### src/rtl/i2stx_pkg.sv
package i2stx_pkg;
  typedef enum logic [1:0] {
    FMT_STD       = 2'd0,
    FMT_LEFT      = 2'd1,
    FMT_PCM_SHORT = 2'd2,
    FMT_PCM_LONG  = 2'd3
  } frame_fmt_e;
endpackage

### src/rtl/i2stx_ws_gen.sv
module i2stx_ws_gen
  import i2stx_pkg::*;
#(
  parameter int P_W    = 9,
  parameter int WID_CW = 6
) (
  input  frame_fmt_e        fmt,
  input  logic [P_W-1:0]    pos,
  input  logic [P_W-1:0]    half,
  input  logic [WID_CW-1:0] width,
  input  logic              idle_hi,
  output logic              ws
);
  always_comb begin
    unique case (fmt)
      FMT_PCM_SHORT: ws = (pos == '0);
      FMT_PCM_LONG:  ws = (pos < P_W'(width));
      default:       ws = (pos < half) ? idle_hi : ~idle_hi;
    endcase
  end
endmodule

### src/rtl/i2stx_bit_pick.sv
module i2stx_bit_pick #(
  parameter int W  = 32,
  parameter int CW = 6
) (
  input  logic [W-1:0]  word,
  input  logic [CW-1:0] idx,
  input  logic [CW-1:0] sbits,
  input  logic          msb_first,
  input  logic          en,
  output logic          bit_o
);
  logic [CW-1:0] sel;
  logic [W-1:0]  sh;

  always_comb begin
    sel   = '0;
    sh    = '0;
    bit_o = 1'b0;
    if (en && (idx < sbits)) begin
      sel   = msb_first ? (sbits - CW'(1) - idx) : idx;
      sh    = word >> sel;
      bit_o = sh[0];
    end
  end
endmodule

### src/rtl/i2s_tdm_tx.sv
module i2s_tdm_tx
  import i2stx_pkg::*;
#(
  parameter int SLOT_MAX = 8,
  parameter int WID_MAX  = 32
) (
  input  logic                              clk,
  input  logic                              rst,
  input  logic                              en,
  input  logic                              bclk_stb,
  input  logic                              s_valid,
  output logic                              s_ready,
  input  logic [WID_MAX-1:0]                s_data,
  input  logic [1:0]                        cfg_fmt,
  input  logic [$clog2(SLOT_MAX+1)-1:0]     cfg_slots,
  input  logic [$clog2(WID_MAX+1)-1:0]      cfg_width,
  input  logic [$clog2(WID_MAX+1)-1:0]      cfg_sbits,
  input  logic [SLOT_MAX-1:0]               cfg_act,
  input  logic [SLOT_MAX-1:0]               cfg_skip,
  input  logic                              cfg_mono,
  input  logic                              cfg_msb,
  output logic                              sd,
  output logic                              ws,
  output logic                              underflow
);
  localparam int SLOT_CW = $clog2(SLOT_MAX + 1);
  localparam int WID_CW  = $clog2(WID_MAX + 1);
  localparam int P_W     = $clog2(SLOT_MAX * WID_MAX + 1);

  typedef struct packed {
    frame_fmt_e          fmt;
    logic [SLOT_CW-1:0]  slots;
    logic [WID_CW-1:0]   width;
    logic [WID_CW-1:0]   sbits;
    logic [SLOT_MAX-1:0] act;
    logic [SLOT_MAX-1:0] skip;
    logic                mono;
    logic                msb;
  } cfg_t;

  cfg_t cfg_in, cfg_q, cfg_now;
  logic [SLOT_CW-1:0] slot_q, slot_nx;
  logic [WID_CW-1:0]  bit_q;
  logic [P_W-1:0]     pos_q, half;
  logic started_q, want_q, nxt_ok_q;
  logic [WID_MAX-1:0] nxt_q, cur_q, word_now, fdata;
  logic prev_raw_q, sd_q, ws_q, uf_q;
  logic last_bit, last_slot, skip_cur, cons_cur, cons_next, fresh, bit_en;
  logic raw, ws_c, idle_stop;

  function automatic logic mask_bit(input logic [SLOT_MAX-1:0] m, input logic [SLOT_CW-1:0] i);
    return |(m & (SLOT_MAX'(1) << i));
  endfunction

  always_comb begin
    cfg_in.fmt   = frame_fmt_e'(cfg_fmt);
    cfg_in.slots = cfg_slots;
    cfg_in.width = cfg_width;
    cfg_in.sbits = cfg_sbits;
    cfg_in.act   = cfg_act;
    cfg_in.skip  = cfg_skip;
    cfg_in.mono  = cfg_mono;
    cfg_in.msb   = cfg_msb;
  end

  // at a frame boundary the live settings apply; otherwise the captured ones
  assign cfg_now   = (pos_q == '0) ? cfg_in : cfg_q;
  assign last_bit  = (bit_q == cfg_now.width - WID_CW'(1));
  assign last_slot = (slot_q == cfg_now.slots - SLOT_CW'(1));
  assign slot_nx   = last_slot ? '0 : slot_q + SLOT_CW'(1);
  assign skip_cur  = mask_bit(cfg_now.skip, slot_q);
  assign cons_cur  = !skip_cur &&
                     !(cfg_now.mono && cfg_now.slots == SLOT_CW'(2) && slot_q == SLOT_CW'(1));
  assign cons_next = !mask_bit(cfg_now.skip, slot_nx) &&
                     !(cfg_now.mono && cfg_now.slots == SLOT_CW'(2) && slot_nx == SLOT_CW'(1));
  assign fresh     = nxt_ok_q | (want_q & s_valid);
  assign fdata     = nxt_ok_q ? nxt_q : s_data;
  assign bit_en    = mask_bit(cfg_now.act, slot_q) & ~skip_cur;
  assign half      = (P_W'(cfg_now.slots) * P_W'(cfg_now.width)) >> 1;
  assign idle_stop = (cfg_in.slots > SLOT_CW'(2)) &&
                     (cfg_in.fmt == FMT_STD || cfg_in.fmt == FMT_LEFT);

  always_comb begin
    if (bit_q != '0)   word_now = cur_q;
    else if (cons_cur) word_now = fresh ? fdata : '0;
    else if (skip_cur) word_now = '0;
    else               word_now = cur_q;
  end

  i2stx_bit_pick #(.W(WID_MAX), .CW(WID_CW)) u_pick (
    .word(word_now), .idx(bit_q), .sbits(cfg_now.sbits),
    .msb_first(cfg_now.msb), .en(bit_en), .bit_o(raw)
  );

  i2stx_ws_gen #(.P_W(P_W), .WID_CW(WID_CW)) u_wsg (
    .fmt(cfg_now.fmt), .pos(pos_q), .half(half), .width(cfg_now.width),
    .idle_hi(cfg_now.slots > SLOT_CW'(2)), .ws(ws_c)
  );

  always_ff @(posedge clk) begin
    if (rst) begin
      cfg_q <= '0; slot_q <= '0; bit_q <= '0; pos_q <= '0;
      started_q <= 1'b0; want_q <= 1'b0; nxt_ok_q <= 1'b0;
      nxt_q <= '0; cur_q <= '0; prev_raw_q <= 1'b0;
      sd_q <= 1'b0; ws_q <= 1'b0; uf_q <= 1'b0;
    end else if (!en) begin
      slot_q <= '0; bit_q <= '0; pos_q <= '0;
      started_q <= 1'b0; want_q <= 1'b0; nxt_ok_q <= 1'b0;
      cur_q <= '0; prev_raw_q <= 1'b0;
      sd_q <= 1'b0; ws_q <= idle_stop;
    end else begin
      // request the first slot's sample before the first strobe
      if (!started_q && !want_q && !nxt_ok_q) want_q <= cons_cur;
      if (want_q && s_valid) begin
        nxt_q    <= s_data;
        nxt_ok_q <= 1'b1;
        want_q   <= 1'b0;
      end
      if (bclk_stb) begin
        started_q  <= 1'b1;
        if (pos_q == '0) cfg_q <= cfg_in;
        sd_q       <= (cfg_now.fmt == FMT_STD) ? prev_raw_q : raw;
        prev_raw_q <= raw;
        ws_q       <= ws_c;
        if (last_bit) begin
          bit_q <= '0;
          if (last_slot) begin
            slot_q <= '0;
            pos_q  <= '0;
          end else begin
            slot_q <= slot_nx;
            pos_q  <= pos_q + P_W'(1);
          end
        end else begin
          bit_q <= bit_q + WID_CW'(1);
          pos_q <= pos_q + P_W'(1);
        end
        if (bit_q == '0) begin
          cur_q  <= word_now;
          want_q <= cons_next;
          if (cons_cur) begin
            nxt_ok_q <= 1'b0;
            if (!fresh) uf_q <= 1'b1;
          end
        end
      end
    end
  end

  assign s_ready   = want_q;
  assign sd        = sd_q;
  assign ws        = ws_q;
  assign underflow = uf_q;

  // stopping clears the line and the request
  a_r1_quiet_when_stopped: assert property (@(posedge clk) disable iff (rst)
    !en |=> (!s_ready && !sd));
  // underflow is sticky
  a_r10_underflow_sticky: assert property (@(posedge clk) disable iff (rst)
    underflow |=> underflow);
  // a transfer outside a slot start withdraws the request
  a_r10_ready_drops: assert property (@(posedge clk) disable iff (rst)
    (s_ready && s_valid && !(bclk_stb && bit_q == '0)) |=> !s_ready);
  // line outputs move only on bit strobes
  a_r12_hold_between_strobes: assert property (@(posedge clk) disable iff (rst)
    (en && !bclk_stb) |=> ($stable(sd) && $stable(ws)));
endmodule

### config.mk
export PLATFORM = sky130hd
export DESIGN_NAME = i2s_tdm_tx
export DESIGN_NICKNAME = d
export VERILOG_FILES = /design/src/rtl/i2stx_pkg.sv /design/src/rtl/i2stx_ws_gen.sv /design/src/rtl/i2stx_bit_pick.sv /design/src/rtl/i2s_tdm_tx.sv
export SDC_FILE = /design/constraint.sdc
export NUM_CORES = 1
export LEC_CHECK = 0
export CAP_MARGIN = 20
export CORE_MARGIN = 4
export CORE_UTILIZATION = 49
export DETAILED_ROUTE_END_ITERATION = 8
export PLACE_DENSITY = 0.78
export SYNTH_ARGS = -nofsm -noshare
export SYNTH_HDL_FRONTEND = slang
export SYNTH_SLANG_ARGS = --single-unit
### constraint.sdc
create_clock -name clk -period 7.3 [get_ports clk]
set_input_delay 1.095 -clock clk [delete_from_list [all_inputs] [get_ports clk]]
set_output_delay 1.095 -clock clk [all_outputs]
set_load 0.005 [all_outputs]
# After elaboration in Yosys (flattened, before gate mapping)
# Index checks and enable logic that the tools add are counted.
[word_totals]
regBits = 126
out_inout_bits = 4
inputBits = 73
word_cells = 113
[classes]
eq_ne = 9
addsub = 7
magnitude_cmp = 5
n_reduce_logical = 32
shifts = 3
n_mux = 26
mul = 1
bitwise = 10
[op_table]
columns = ["op", "count"]
rows = [
  ["two-way mux 32 bit", 5],
  ["two-way mux 36 bit", 1],
  ["right shift 32 x 6 -> 1 bit", 1],
  ["bitwise AND 8 bit", 3],
  ["OR reduction 8 bit", 3],
  ["two-way mux 9 bit", 2],
  ["left shift 1 x 4 -> 8 bit (first input constant)", 2],
  ["two-way mux 1 bit", 13],
  ["two-way mux 6 bit", 2],
  ["subtractor 6 x 1 -> 6 bit (second input constant)", 2],
  ["logical AND 1 bit", 10],
  ["adder 9 x 1 -> 9 bit (second input constant)", 1],
  ["logical NOT 9 bit", 1],
  ["less-than comparator 9 x 6 -> 1 bit", 1],
  ["less-than comparator 9 x 8 -> 1 bit", 1],
  ["multiplier 4 x 6 -> 9 bit", 1],
  ["equality test 4 x 1 -> 1 bit (second input constant)", 2],
  ["greater-than comparator 4 x 2 -> 1 bit (second input constant)", 2],
  ["two-way mux 4 bit", 2],
  ["AND reduction 2 bit", 4],
  ["logical NOT 1 bit", 7],
  ["adder 6 x 1 -> 6 bit (second input constant)", 1],
  ["equality test 6 bit", 1],
  ["logical NOT 6 bit", 1],
  ["other kinds (18)", 24],
]

# Longest topological paths before layout
# Gate-level depths: netlist of the first run.
[logic_depth]
word_depth = 12
depth_mapped = 25
depth_no_buf = 23

# Cells and area by module
# From an unflattened synthesis of the first run, not the netlist that was laid out.
[unflattened]
cells_unflattened = 1062
hier_area_um2 = 8446.9
[modules_own_cells]
columns = ["mod", "seq_area_each_um2", "area_per_inst_um2", "instances", "cells_each"]
rows = [
  ["i2s_tdm_tx", 2522.4, 7284.5, 1, 911],
  ["i2stx_bit_pick", 0.0, 768.2, 1, 94],
  ["i2stx_ws_gen", 0.0, 394.1, 1, 57],
]

# Least setup slack after synthesis of the first run
# No wires, ideal clock.
[synth_timing]
path_type = "reg-to-reg"
from = "register pos_q[0]"
to = "register ws_q (netlist: ws)"
arrival_ps = 5548
setup_ps = 132
synth_period_minus_slack_ps = 5680
required_time_ps = 7168
stages_incl_launch_ff = 26
setup_slack_ps = 1620
n_path_buf = 2
cell_sequence = "dfxtp_1 > inv_1 > ha_1 > or4b_4 > nor2_8 > buf_4 > mux2i_1 > clkbuf_1 > or2_2 > fa_1 > inv_1 > fa_1 > inv_1 > fa_1 > inv_1 > a21oi_1 > o21bai_1 > a21o_1 > a21oi_1 > xnor2_1 > ha_1 > a211oi_1 > o21ai_0 > xnor2_1 > a2111oi_0 > o21ai_0"
[synth_between]
elab_chain_len = 8
elab_cells_between_ends = 13
cone_classes = "mul (1); order compare (3); eq/ne (2); mux (5); bitwise (1); reduce/logical (1)"
[synth_lines]
columns = ["item", "line", "rtl"]
rows = [
  ["start, declared", "i2s_tdm_tx.sv:44", "logic [P_W-1:0] pos_q, half;"],
  ["start signal, assigned", "i2s_tdm_tx.sv:132", "pos_q <= pos_q + P_W'(1);"],
  ["start signal, assigned", "i2s_tdm_tx.sv:136", "pos_q <= pos_q + P_W'(1);"],
  ["logical NOT 9 bit", "i2stx_ws_gen.sv:16, i2s_tdm_tx.sv:67", ""],
  ["two-way mux 36 bit", "-", ""],
  ["multiplier 4 x 6 -> 9 bit / greater-than comparator 4 x 2 -> 1 bit (equally long branches)", "i2s_tdm_tx.sv:79, i2s_tdm_tx.sv:97", ""],
  ["less-than comparator 9 x 8 -> 1 bit / NOT 1 bit (equally long branches)", "i2stx_ws_gen.sv:18", "default: ws = (pos < half) ? idle_hi : ~idle_hi;"],
  ["two-way mux 1 bit", "i2stx_ws_gen.sv:18", ""],
  ["case mux 1 bit (2 select lines) (*)", "i2stx_ws_gen.sv:15", "unique case (fmt)"],
  ["two-way mux 1 bit (*)", "i2s_tdm_tx.sv:119", "if (bclk_stb) begin"],
  ["two-way mux 1 bit (*)", "i2s_tdm_tx.sv:106", "end else if (!en) begin"],
  ["end signal, assigned", "i2s_tdm_tx.sv:124", "ws_q <= ws_c;"],
  ["end, declared", "i2s_tdm_tx.sv:47", "logic prev_raw_q, sd_q, ws_q, uf_q;"],
]
# Mark *: on every way between the ends. The rest lies on a longest branch, timed or not. The select of a mux whose other input is x is not followed.
# A chain may end at the register's enable or synchronous reset.

# Worst setup path in the final report of the first run
# Same ends and word-level chain as after synthesis.

==> summary.txt, run 1 <==
status: finished clean
FF-to-FF Start: pos_q[0]
DR vias: 7925
count of final hold-check violations: 0
fin. max-slew vios: 0
Post-layout nets: 1236
Max VDD drop: 0.1838 mV
Seq/Total Area, Yosys: 0.3007
DRT iter0 DRCs: 780
Die Wd: 138.8 µm
remaining global-route overflow: 0
routability cong.: 0.8988
reg2reg end: ws
PD cells: 194.2 nW/µm²
post-CTS sizing: 0
die height: 138.8 µm
Synth Net Count: 1188
max_cap viols: 0
crit-path cells: inv_1 -> ha_1 -> or4b_4 -> nor2_8 -> mux2i_1 -> nor2_1 -> fa_1 -> inv_1 -> fa_1 -> inv_1 -> ha_1 -> a21oi_1 -> o21bai_1 -> a21o_1 -> a21oi_1 -> xnor2_1 -> ha_1 -> a211oi_1 -> o21ai_0 -> xnor2_1 -> a2111oi_0 -> o21ai_0
most frequent cells in the layout: nand2_1, dfxtp_1, nor2_1, a21oi_1, clkdlybuf4s50_1
clock power share: 0.418
critical path arrival: 6.76 ns
Switch Pwr: 564.2 µW
Setup CP Type: reg2reg
Reg clk slew, reported paths: 0.06 ns
DR pass1 iterations: 5
post-layout util: 0.5915
flop2flop setup slack: 0.85 ns
CP Buf/Inv Count: 3
worst-margin pin slew: 1.043 ns
internal power: 1.354 mW
fill count: 1546
Final Critical Period: 6.452 ns
Post CTS Setup Buffer Count: 0
initial antenna violation count: 0
Initial Utilization: 0.5023
CTS root buf: clkbuf_16
Critical-path top delay cell: mux2i_1
count of final setup violators: 0
Max FO, Critical Path: 19
commonest non-fill, non-tap cell in the layout: nand2_1
ys async rst share: 0
period utilization: 0.8838
Clock Sinks: 126
core area: 16700 µm²
Die ar.: 19280 µm²
Max-slew headroom: 0.2847
Register-to-Register Path Depth: 22
largest net degree at the start of global routing: 73
critical path depth: 22
number of buffers added on ports: 76
number of global-route vias before repair: 7708
Unique masters post-synth: 71
Routed Antenna Nets: 0
Flop pwr share: 0.375
DRC Markers: 0
synthesized cell area: 8389 µm²
Synth Warn #: 0
setup TNS: 0 ns
worst-skew pair later-pin latency: 0.43 ns
CP endpoint kind: flop
H-tree depth: 4
row count: 47
worst min-delay path class: reg2reg
IO Count: 77
Total Routed Length: 23.25 mm
first-pass GRT wire length: 38.83 mm
CP delay by family, top: adder cells
Top FF cell, synth: dfxtp_1
hold depth: 2
HPWL Detailed: 16.55 mm
Crit path largest cell delay: 0.84 ns
Worst Path Required: 7.61 ns
via-per-instance ratio: 5.905
P_leak: 3.771 nW
Post-Syn Instances: 1061
syn_area_per_cell: 7.907 µm²
EDFF count, synth: 0
RSZ-0062 raised after global routing: false
flip-flop and latch count after synthesis: 126
area grow syn2layout: 17.76%
Worst Hold Path EP: cfg_q[11]
share of cells above drive strength 1: 0.09269
CTS Buffer Depth: 2
Hold Startpoint: cfg_q[11]
n_diodes: 0
Hold Buf Count CTS: 0
CTS tree: yes
Clock Skews: 0.009186 ns
CTS Buf Count: 17
sw frac: 0.2940
Total GRT Usage: 0.2411
Setup crit start kind: flop
drt wl/cell: 17.33 µm
combinational power share: 0.206
fmax: 0.1550 GHz
synthesized netlist by cell type, types with 14 or more instances:
master | number | share of area
nor3_1 | 20 | 0.012
inv_1 | 37 | 0.017
clkbuf_1 | 61 | 0.027
a211oi_1 | 23 | 0.021
a21oi_1 | 86 | 0.051
nand2_1 | 176 | 0.079
ha_1 | 45 | 0.067
xnor2_1 | 18 | 0.019
dfxtp_1 | 126 | 0.30
a22oi_1 | 36 | 0.032
nor2_1 | 112 | 0.050
nand3_1 | 24 | 0.014
mux2_2 | 34 | 0.046
o21ai_0 | 17 | 0.010
mux2i_1 | 35 | 0.042
xor2_1 | 14 | 0.015
state kept, by name, indices dropped and copies added (netlist names), 4 cells and up:
register / cells
bit_q: 6
nxt_q: 32
pos_q: 9
slot_q: 4
cfg_q: 36
cur_q: 32
kinds of logic (layout without fill, tap and decap cells):
kind of cell | after synthesis | in the layout | synth area share
buffers and inverters | 107 | 168 | 0.05130
AO/OA/AOI/OAI | 264 | 264 | 0.2130
adder cells (fa/ha/maj) | 54 | 54 | 0.08859
AND/OR/NAND/NOR | 405 | 405 | 0.2160
multiplexers | 73 | 73 | 0.09709
flip-flops | 126 | 126 | 0.3007
XOR/XNOR | 32 | 32 | 0.03341
power groups by stage:
stage               Combinational, mW  Clock (mW)  Sequential [mW]
global route                    0.438       0.845            0.723
CTS                             0.393       0.811            0.720
finish                          0.396       0.803            0.720
floorplan                       0.265           0            0.730
detailed placement              0.388           0            0.735
global placement                0.380           0            0.735
worst register-to-register path, cell delays in order, from the launching register on:
cell       delay [ns]
dfxtp_1          0.36
inv_1            0.12
ha_1             0.18
or4b_4           0.58
nor2_8           0.46
mux2i_1          0.85
nor2_1           0.17
fa_1             0.58
inv_1            0.07
fa_1             0.55
inv_1            0.05
ha_1             0.33
a21oi_1          0.15
o21bai_1         0.11
a21o_1           0.19
a21oi_1          0.16
xnor2_1          0.15
ha_1             0.27
a211oi_1         0.22
o21ai_0          0.14
xnor2_1          0.15
a2111oi_0        0.38
o21ai_0          0.13
stage by stage:
| stage | hold WS (ns) | instances | total power [mW] | area, µm² | setup slack (ns) |
|---|---|---|---|---|---|
| 2_1_floorplan | 0.4284 | 1061 | 0.9948 | 8389 | 1.620 |
| 3_3_place_gp | 0.4379 | 1309 | 1.114 | 9295 | 1.116 |
| 3_5_place_dp | 0.4414 | 1310 | 1.123 | 9323 | 0.9031 |
| 4_1_cts | 0.4488 | 1342 | 1.925 | 9879 | 0.8559 |
| 5_1_grt | 0.4634 | 1342 | 2.006 | 9879 | 0.3741 |
| 6_report | 0.4466 | 1342 | 1.919 | 9879 | 0.8481 |
how the worst max path moves through the flow:
stage              from  endpoint  slack [ns]
3_5_place_dp   pos_q[0]        ws        0.90
4_1_cts        pos_q[0]        ws        0.86
2_1_floorplan  pos_q[0]        ws        1.62
5_1_grt        pos_q[0]        ws        0.37
6_report       pos_q[0]        ws        0.85
3_3_place_gp   pos_q[0]        ws        1.12
routing by layer:
metal / vias to the layer above / track usage / wire length [µm]
met5: - / 0 / 0
met4: 0 / 0.08496 / 548
met2: 263 / 0.4124 / 11420
met3: 50 / 0.04310 / 1365
met1: 3719 / 0.3061 / 9921
li1: 3893 / - / -
final cells by class:
cell class                 instances  area, µm²  share of cell area
timing repair buffer              98      940.9             0.09524
sequential                       126       2522              0.2553
clock inverter                    13      113.9             0.01152
inverter                          38      142.6             0.01444
tap                              220      275.3             0.02786
clock buffer                      19      442.9             0.04483
multi-input combinational        828       5441              0.5508
Note: power is estimated with default switching activity, not from simulation.
==> run 2: changes to the inputs <==
PLACE_DENSITY = 0.7   (was 0.78)
==> run 2 against run 1 <==
Effect of this change: wire length is 0.41% lower; sequential power about the same; worst setup slack improved by 0.30 ns; total power is 0.89% higher; maximum frequency increased by 4.8%; register-to-register slack better by 0.30 ns; combinational power about the same; largest power group unchanged; highest routed layer unchanged.
==> summary.txt, run 2 (synthesis results as in run 1) <==
grt met1 use: 0.3000 (was 0.3061)
Routed Antenna Nets: 0 (unchanged)
post-CTS sizing: 0 (unchanged)
remaining global-route overflow: 0 (unchanged)
Post CTS Setup Buffer Count: 0 (unchanged)
Clock Sinks: 126 (unchanged)
row count: 47 (unchanged)
Initial Utilization: 0.5023 (unchanged)
critical path launch point: pos_q[0] (unchanged)
Largest Register: cfg_q (unchanged)
count of final hold-check violations: 0 (unchanged)
H-tree depth: 4 (unchanged)
flop2flop setup slack: 1.14 ns (was 0.85 ns)
Critical-path top delay cell: mux2i_1 (unchanged)
worst min-delay path class: reg2reg (unchanged)
RSZ-0062 raised after global routing: false (unchanged)
critical path depth: 23 (was 22)
Setup crit end: ws (unchanged)
Max-slew headroom: 0.3407 (was 0.2847)
Hold Buf Count CTS: 0 (unchanged)
number of buffers added on ports: 76 (unchanged)
Clock Skews: 0.009825 ns (was 0.009186 ns)
Post-layout nets: 1239 (was 1236)
routability cong.: 0.8757 (was 0.8988)
first-pass GRT wire length: 38.21 mm (was 38.83 mm)
count of final setup violators: 0 (unchanged)
Crit path largest cell delay: 0.69 ns (was 0.84 ns)
Post-DP Area: 9333 µm² (was 9323 µm²)
Worst Path Required: 7.60 ns (was 7.61 ns)
Finished Layout Cells: 1345 (was 1342)
Die ar.: 19280 µm² (unchanged)
Die Wd: 138.8 µm (unchanged)
Setup CP Type: reg2reg (unchanged)
status: finished clean (unchanged)
Reg clk slew, reported paths: 0.06 ns (about the same)
initial antenna violation count: 0 (unchanged)
largest net degree at the start of global routing: 73 (unchanged)
worst-margin pin slew: 0.9614 ns (was 1.043 ns)
busiest layer in global routing: met2 (unchanged)
Max FO, Critical Path: 13 (was 19)
CP Buf/Inv Count: 5 (was 3)
max reg flops: 36 (unchanged)
Final Critical Period: 6.156 ns (was 6.452 ns)
via-per-instance ratio: 5.811 (was 5.905)
Max VDD drop: 0.1773 mV (was 0.1838 mV)
Register-to-Register Path Depth: 23 (was 22)
core area: 16700 µm² (unchanged)
DP Worst Slack: 1.122 ns (was 0.9031 ns)
HPWL Detailed: 16.53 mm (was 16.55 mm)
DR pass1 iterations: 5 (unchanged)
die height: 138.8 µm (unchanged)
CTS Buffer Depth: 2 (unchanged)
fin. max-slew vios: 0 (unchanged)
commonest non-fill, non-tap cell in the layout: nand2_1 (unchanged)
Placed Cells: 1313 (was 1310)
number of global-route vias before repair: 7533 (was 7708)
grt met3 use: 0.05000 (was 0.04310)
DR vias: 7816 (was 7925)
post-route cell area: 9901 µm² (was 9879 µm²)
Total GRT Usage: 0.2370 (was 0.2411)
critical path arrival: 6.46 ns (was 6.76 ns)
CP delay by family, top: adder cells (unchanged)
post-layout util: 0.5928 (was 0.5915)
most frequent CP cell: inv_1
CP endpoint kind: flop (unchanged)
total power: 1.936 mW (was 1.919 mW)
IO Count: 77 (unchanged)
DRC Markers: 0 (unchanged)
period utilization: 0.8433 (was 0.8838)
fmax: 0.1625 GHz (was 0.1550 GHz)
worst hold slack: 0.4506 ns (was 0.4466 ns)
DRT iter0 DRCs: 718 (was 780)
M2 GR Usage: 0.4088 (was 0.4124)
crit-path cells: inv_1 -> ha_1 -> or4b_4 -> nor2_8 -> buf_4 -> mux2i_1 -> nor2_1 -> fa_1 -> inv_1 -> fa_1 -> inv_1 -> ha_1 -> inv_1 -> o21bai_1 -> a21o_1 -> a21oi_1 -> xnor2_1 -> ha_1 -> a211oi_1 -> o21ai_0 -> xnor2_1 -> a2111oi_0 -> o21ai_0 (was inv_1 -> ha_1 -> or4b_4 -> nor2_8 -> mux2i_1 -> nor2_1 -> fa_1 -> inv_1 -> fa_1 -> inv_1 -> ha_1 -> a21oi_1 -> o21bai_1 -> a21o_1 -> a21oi_1 -> xnor2_1 -> ha_1 -> a211oi_1 -> o21ai_0 -> xnor2_1 -> a2111oi_0 -> o21ai_0)
most frequent cells in the layout: nand2_1, dfxtp_1, nor2_1, a21oi_1, clkdlybuf4s50_1 (unchanged)
setup ws final: 1.144 ns (was 0.8481 ns)
max_cap viols: 0 (unchanged)
area grow syn2layout: 18.02% (was 17.76%)
Setup crit start kind: flop (unchanged)
FF-to-FF Start: pos_q[0] (unchanged)
worst-skew pair later-pin latency: 0.43 ns (about the same)
CTS root buf: clkbuf_16 (unchanged)
drt wl/cell: 17.22 µm (was 17.33 µm)
Total Routed Length: 23.16 mm (was 23.25 mm)
P_leak: 3.781 nW (was 3.771 nW)
CTS tree: yes (unchanged)
n_diodes: 0 (unchanged)
CTS Buf Count: 17 (unchanged)
share of cells above drive strength 1: 0.09511 (was 0.09269)
reg2reg end: ws (unchanged)
top flop regs: cfg_q x36, cur_q x32, nxt_q x32 (unchanged)
PD cells: 195.5 nW/µm² (was 194.2 nW/µm²)
setup TNS: 0 ns (unchanged)
==> run 2: where the power goes <==
part	switching, mW	internal [mW]
Sequential	0.0144	0.706
Clock	0.335	0.488
Combinational	0.221	0.172
Total	0.570	1.37
==> run 2: metal layers <==
layer	share of wire	up-vias
met2	0.49	205
met3	0.049	32
met4	0.018	0
met1	0.45	3682
met5	0	-
li1	-	3897
==> run 2: area by class of cell <==
cell class	count	area, µm²
fill	1521	6800
multi-input combinational	828	5441
sequential	126	2522
timing repair buffer	101	950.9
clock buffer	20	456.7
tap	220	275.3
inverter	38	142.6
clock inverter	12	111.4
==> run 2: worst min path at each step <==
stage               from  cells after the start   endpoint  slack (ns)
6_report       nxt_q[22]                      2  nxt_q[22]        0.45
5_1_grt        nxt_q[13]                      2  nxt_q[13]        0.46
3_5_place_dp   cfg_q[17]                      2  cfg_q[17]        0.44
3_3_place_gp   cfg_q[11]                      2  cfg_q[11]        0.44
2_1_floorplan  cfg_q[14]                      2  cfg_q[14]        0.43
4_1_cts        cfg_q[17]                      2  cfg_q[17]        0.45
==> run 2: tightest hold or removal path, stage by stage (launching register included) <==
cell     delay (ns)
dfxtp_1        0.30
nand2_1        0.05
a21oi_1        0.05
